**config.mk**
```make
export PLATFORM = sky130hd
export DESIGN_NAME = rst_cause_status
export DESIGN_NICKNAME = d
export VERILOG_FILES = /design/src/rtl/rsc_pkg.sv /design/src/rtl/rsc_cell.sv /design/src/rtl/rsc_capture.sv /design/src/rtl/rsc_readport.sv /design/src/rtl/rst_cause_status.sv
export SDC_FILE = /design/constraint.sdc
export NUM_CORES = 1
export LEC_CHECK = 0
export BUFFER_PORTS_ARGS = -buffer_cell sky130_fd_sc_hd__buf_2
export CAP_MARGIN = 20
export CORE_AREA = 2 2 45 47
export DETAILED_ROUTE_END_ITERATION = 8
export DIE_AREA = 0 0 47 49
export GPL_TIMING_DRIVEN = 0
export PLACE_DENSITY = 0.74
export SLEW_MARGIN = 20
export SYNTH_ARGS = -nofsm -noshare
export SYNTH_HDL_FRONTEND = slang
export SYNTH_SLANG_ARGS = --single-unit
```
**constraint.sdc**
```tcl
create_clock -name clk -period 0.9 [get_ports clk]
set_input_delay 0.225 -clock clk [delete_from_list [all_inputs] [get_ports clk]]
set_output_delay 0.225 -clock clk [all_outputs]
set_load 0.03 [all_outputs]
```
**src/rtl/rsc_pkg.sv**
```systemverilog
package rsc_pkg;
    localparam int DATA_W  = 32;
    localparam int NCAUSE  = 7;
    localparam int CHK_IDX = 3;

    typedef enum logic {
        CELL_CLEAR   = 1'b0,
        CELL_LATCHED = 1'b1
    } cell_state_e;

    // Big-endian position (0 = MSB): cause 0,1 at 0,1; position 2 reserved; others follow.
    function automatic int cause_pos(input int idx);
        return (idx < 2) ? idx : idx + 1;
    endfunction

    function automatic int cause_bit(input int idx);
        return DATA_W - 1 - cause_pos(idx);
    endfunction

    function automatic logic por_value(input int idx);
        return (idx < 2) ? 1'b1 : 1'b0;
    endfunction
endpackage

```
**src/rtl/rsc_cell.sv**
```systemverilog
module rsc_cell #(
    parameter logic POR_LATCHED = 1'b0
) (
    input  logic clk,
    input  logic por_n,
    input  logic evt,
    input  logic clr,
    output logic flag
);
    import rsc_pkg::*;

    cell_state_e state_q, state_d;

    // State register
    always_ff @(posedge clk or negedge por_n) begin
        if (!por_n) begin
            state_q <= POR_LATCHED ? CELL_LATCHED : CELL_CLEAR;
        end else begin
            state_q <= state_d;
        end
    end

    // Next-state logic: capture, acknowledge, hold
    always_comb begin
        state_d = state_q;
        unique case (state_q)
            CELL_CLEAR: begin
                if (evt) state_d = CELL_LATCHED;
            end
            CELL_LATCHED: begin
                if (!evt && clr) state_d = CELL_CLEAR;
            end
            default: state_d = CELL_CLEAR;
        endcase
    end

    // Output process
    always_comb begin
        flag = (state_q == CELL_LATCHED);
    end


    event_sets_flag_chk: assert property (@(posedge clk) disable iff (!por_n)
        evt |=> flag);


    set_beats_clear_chk: assert property (@(posedge clk) disable iff (!por_n)
        (evt && clr) |=> flag);


    clear_acts_chk: assert property (@(posedge clk) disable iff (!por_n)
        (!evt && clr) |=> !flag);


    sticky_hold_chk: assert property (@(posedge clk) disable iff (!por_n)
        (!evt && !clr) |=> $stable(flag));
endmodule

```
**src/rtl/rsc_capture.sv**
```systemverilog
module rsc_capture
    import rsc_pkg::*;
(
    input  logic              clk,
    input  logic              por_n,
    input  logic [NCAUSE-1:0] raw_evt,
    input  logic              chk_en,
    input  logic              wr_en,
    input  logic [DATA_W-1:0] wr_data,
    output logic [NCAUSE-1:0] flags
);
    logic [NCAUSE-1:0] qual_evt;
    logic [NCAUSE-1:0] clr_req;

    for (genvar i = 0; i < NCAUSE; i++) begin : g_cause
        if (i == CHK_IDX) begin : g_gated
            assign qual_evt[i] = raw_evt[i] & chk_en;
        end else begin : g_plain
            assign qual_evt[i] = raw_evt[i];
        end

        assign clr_req[i] = wr_en & wr_data[cause_bit(i)];

        rsc_cell #(
            .POR_LATCHED(por_value(i))
        ) u_cell (
            .clk  (clk),
            .por_n(por_n),
            .evt  (qual_evt[i]),
            .clr  (clr_req[i]),
            .flag (flags[i])
        );
    end


    chk_needs_enable_chk: assert property (@(posedge clk) disable iff (!por_n)
        (!flags[CHK_IDX] && !(raw_evt[CHK_IDX] && chk_en)) |=> !flags[CHK_IDX]);
endmodule

```
**src/rtl/rsc_readport.sv**
```systemverilog
module rsc_readport
    import rsc_pkg::*;
(
    input  logic [NCAUSE-1:0] flags,
    input  logic              rd_en,
    output logic [DATA_W-1:0] rd_data
);
    logic [DATA_W-1:0] image;

    always_comb begin
        image = '0;
        for (int i = 0; i < NCAUSE; i++) begin
            image[cause_bit(i)] = flags[i];
        end
    end

    assign rd_data = rd_en ? image : '0;
endmodule

```
**src/rtl/rst_cause_status.sv**
```systemverilog
module rst_cause_status
    import rsc_pkg::*;
(
    input  logic              clk,
    input  logic              por_n,
    input  logic              ext_hard_evt,
    input  logic              ext_soft_evt,
    input  logic              wdog_expire_evt,
    input  logic              core_checkstop,
    input  logic              checkstop_rst_en,
    input  logic              dbg_hard_req,
    input  logic              dbg_soft_req,
    input  logic              tap_reset_evt,
    input  logic              wr_en,
    input  logic [DATA_W-1:0] wr_data,
    input  logic              rd_en,
    output logic [DATA_W-1:0] rd_data
);
    logic [NCAUSE-1:0] raw_evt;
    logic [NCAUSE-1:0] flags;

    assign raw_evt = {tap_reset_evt, dbg_soft_req, dbg_hard_req, core_checkstop,
                      wdog_expire_evt, ext_soft_evt, ext_hard_evt};

    rsc_capture u_capture (
        .clk    (clk),
        .por_n  (por_n),
        .raw_evt(raw_evt),
        .chk_en (checkstop_rst_en),
        .wr_en  (wr_en),
        .wr_data(wr_data),
        .flags  (flags)
    );

    rsc_readport u_read (
        .flags  (flags),
        .rd_en  (rd_en),
        .rd_data(rd_data)
    );


    reserved_zero_chk: assert property (@(posedge clk) disable iff (!por_n)
        (rd_data[29] == 1'b0) && (rd_data[23:0] == '0));


    idle_bus_chk: assert property (@(posedge clk) disable iff (!por_n)
        !rd_en |-> (rd_data == '0));


    hard_pos_chk: assert property (@(posedge clk) disable iff (!por_n)
        rd_en |-> (rd_data[31] == flags[0]));


    held_level_chk: assert property (@(posedge clk) disable iff (!por_n)
        (ext_hard_evt && $past(ext_hard_evt)) |=> flags[0]);
endmodule

```
==> impl_metrics.yaml <==
routing:
  first_pass_iters: 1
  viasPerCell: 3.25
  postRouteAntennaNets: 0
  drt_iter0_drc: 0
  wl_um: 1050
  wl_per_cell_um: 7.37
  drcViolationCount: 0
  via_count: 461
cts:
  clk_pin_slew_ns: 0.05
  clk_latency_ns: 0.24
  cts_tree: "yes"
  cts_sinks: 7
  cts_buffers: 3
  clk_path_buf_depth: 2
  clock-root-buffer: "clkbuf_4"
  h-tree-depth: 1
setup_path:
  worstPathArrival_ns: 1.02
  critPathTopFamily: "flip-flops"
  endpoint_kind: "output pin"
  required_ns: 0.67
  cpPeakStageDelay_ns: 0.53
  start_kind: "register"
  path_class: "register to output pin"
  critPathMaxFanout: 2
  crit_buf_inv: 1
  crit_chain: "and2_4 -> buf_6"
  cp_slowest_cell: "dfstp_2"
power:
  p_sw_frac: 0.345
  power_leakage_nw: 0.519
  comb_power_share: 0.427
  clkPwrFrac: 0.251
  power.switching_mw: 0.379
  irDropWorstVdd_uv: 459
  power_density_nw_per_um2: 1250
  internal_power_mw: 0.720
  seq_power_share: 0.322
synthesis:
  netlist_area_sq_um: 493
  synth_edf_count: 0
  ys_seq_area_frac: 0.360
  synth_top_area_cell: "buf_4"
  yosys_most_used_dff: "dfrtp_1"
  syn-instance-count: 54
  synth_warnings: 0
  netlist.area_leader.share: 0.381
  ys_ff_latch: 7
  synth-async-reset-ratio: 1.00
  ys_top_cells_by_count: "buf_4 (25), and2_1 (7), nand2_1 (7), a21o_1 (6), dfrtp_1 (5)"
  synth.area.top_cells: "buf_4 (38%), dfrtp_1 (25%), dfstp_2 (11%), a21o_1 (9.1%), and2_1 (8.9%)"
  yosys.cell_count.top_type: "buf_4"
  synth_area_per_cell_sq_um: 9.13
  ys_types: 8
floorplan:
  rows: 16
  io_pins: 76
  die_x_um: 47
  dieArea_sq_um: 2300
  start_util: 0.268
  die_h_um: 49
  core_area_sq_um: 1840
final_layout:
  synthToLayoutAreaGrowth_pct: 78.4
  layout-drive-gt1-share: 0.557
  largest_reg_flops: 7
  nets: 160
  final_cell_area_sq_um: 880
  n_antenna_cell: 0
place:
  placed_area_sq_um: 747
  place_congestion: 0.590
  io_buffer_count: 25
timing:
  finalHoldViolations: 0
  grt_setup_unrepaired: "true"
  fmax_mhz: 803
  setup_ws_ns: -0.345
  fin_crit_sh: 1.38
  drv_slew: 0
  clock_skew_ns: 0
  period_minus_slack_ns: 1.25
  fin_tns_setup_ns: -1.75
  setup-violations-final: 7
grt:
  track_usage: 0.0947
  antenna_found_initial: 0
  grt_pass1_wl_um: 1520
  grt-ovfl-total: 0
  grt_max_degree: 8
  first_global_vias: 382
outcome:
  violations: "negative setup slack"
  outcome: "finished with violations"
hold_path:
  hold_path.class: "primary input to register"
job:
  drv_cap: 0
==> worst paths after layout <==
| check | startpoint | depth (start not counted) | slack (ns) | endpoint |
|---|---|---|---|---|
| setup / recovery | u_capture.g_cause[0].u_cell.flag | 2 | -0.35 | rd_data[31] |
| setup reg to reg | u_capture.g_cause[5].u_cell.flag | 3 | 0.01 | u_capture.g_cause[5].u_cell.flag |
| min in group asynchronous | por_n | 2 | 0.35 | u_capture.g_cause[3].u_cell.flag |
| hold reg to reg | u_capture.g_cause[1].u_cell.flag | 1 | 0.51 | u_capture.g_cause[1].u_cell.flag |
| hold / removal | dbg_hard_req | 2 | 0.16 | u_capture.g_cause[4].u_cell.flag |
| max in group asynchronous | por_n | 2 | 0.32 | u_capture.g_cause[0].u_cell.flag |
==> worst register-to-register path, delay by kind of cell (launching register included) <==
kind                   cells  cell delay [ns]
DFF                        1             0.38
buffers and inverters      2             0.25
AOI/OAI and AO/OA          1             0.15
==> per-stage QoR <==
stage	hold slack (ns)	total power [mW]	util	instances	setup slack (ns)
after global routing	0.154	1.17	0.478	142	-0.376
after floorplan	-0.0706	0.673	-	78	-0.00839
after detailed placement	0.0640	0.753	0.406	130	-0.133
final	0.159	1.10	0.478	142	-0.345
after CTS	0.158	1.09	0.465	139	-0.345
after global placement	0.0633	0.749	0.406	130	-0.127
==> cell usage in the layout (no fill, tap or decap), drive strengths merged <==
cell         instances
clkbuf               4
buf                 57
a21o                 6
conb                25
and2                 7
dfstp                2
dfrtp                5
nand2                7
a22o                 1
dlygate4sd3          1
==> metal layers <==
layer / wire length [um] / track usage
met1: 353 / 0.0805
met2: 559 / 0.180
met3: 134 / 0.0333
met4: 0 / 0.0417
met5: 0 / 0
==> layout make-up <==
class | instances | area (sq um)
Buffer | 25 | 188
Timing Repair Buffer | 33 | 231
Fill cell | 186 | 962
Multi-Input combinational cell | 46 | 223
Sequential cell | 7 | 178
Clock buffer | 4 | 26.3
Tap cell | 27 | 33.8
==> power groups by stage <==
| stage | clock, mW | combinational [mW] | sequential [mW] |
|---|---|---|---|
| final | 0.276 | 0.469 | 0.353 |
| after detailed placement | 0 | 0.394 | 0.359 |
| after global placement | 0 | 0.392 | 0.357 |
| after CTS | 0.285 | 0.453 | 0.353 |
| after global routing | 0.314 | 0.503 | 0.355 |
| after floorplan | 0 | 0.318 | 0.355 |
==> kinds of logic (layout without fill, tap and decap cells) <==
family                 Yosys count  count (layout)  synth area share
and+or+nand+nor                 14              14             0.142
other                            1              25           0.00761
DFF                              7               7             0.360
AOI/OAI and AO/OA                7               7             0.109
buffers and inverters           25              62             0.381
==> timing repair <==
item	in CTS	in global routing
hold endpoints to repair	5	0
gates resized for setup	14	0
endpoints found under the setup margin	7	7
hold buffers	1	0
buffers inserted	4	3
Note: power is estimated with default switching activity, not from simulation.
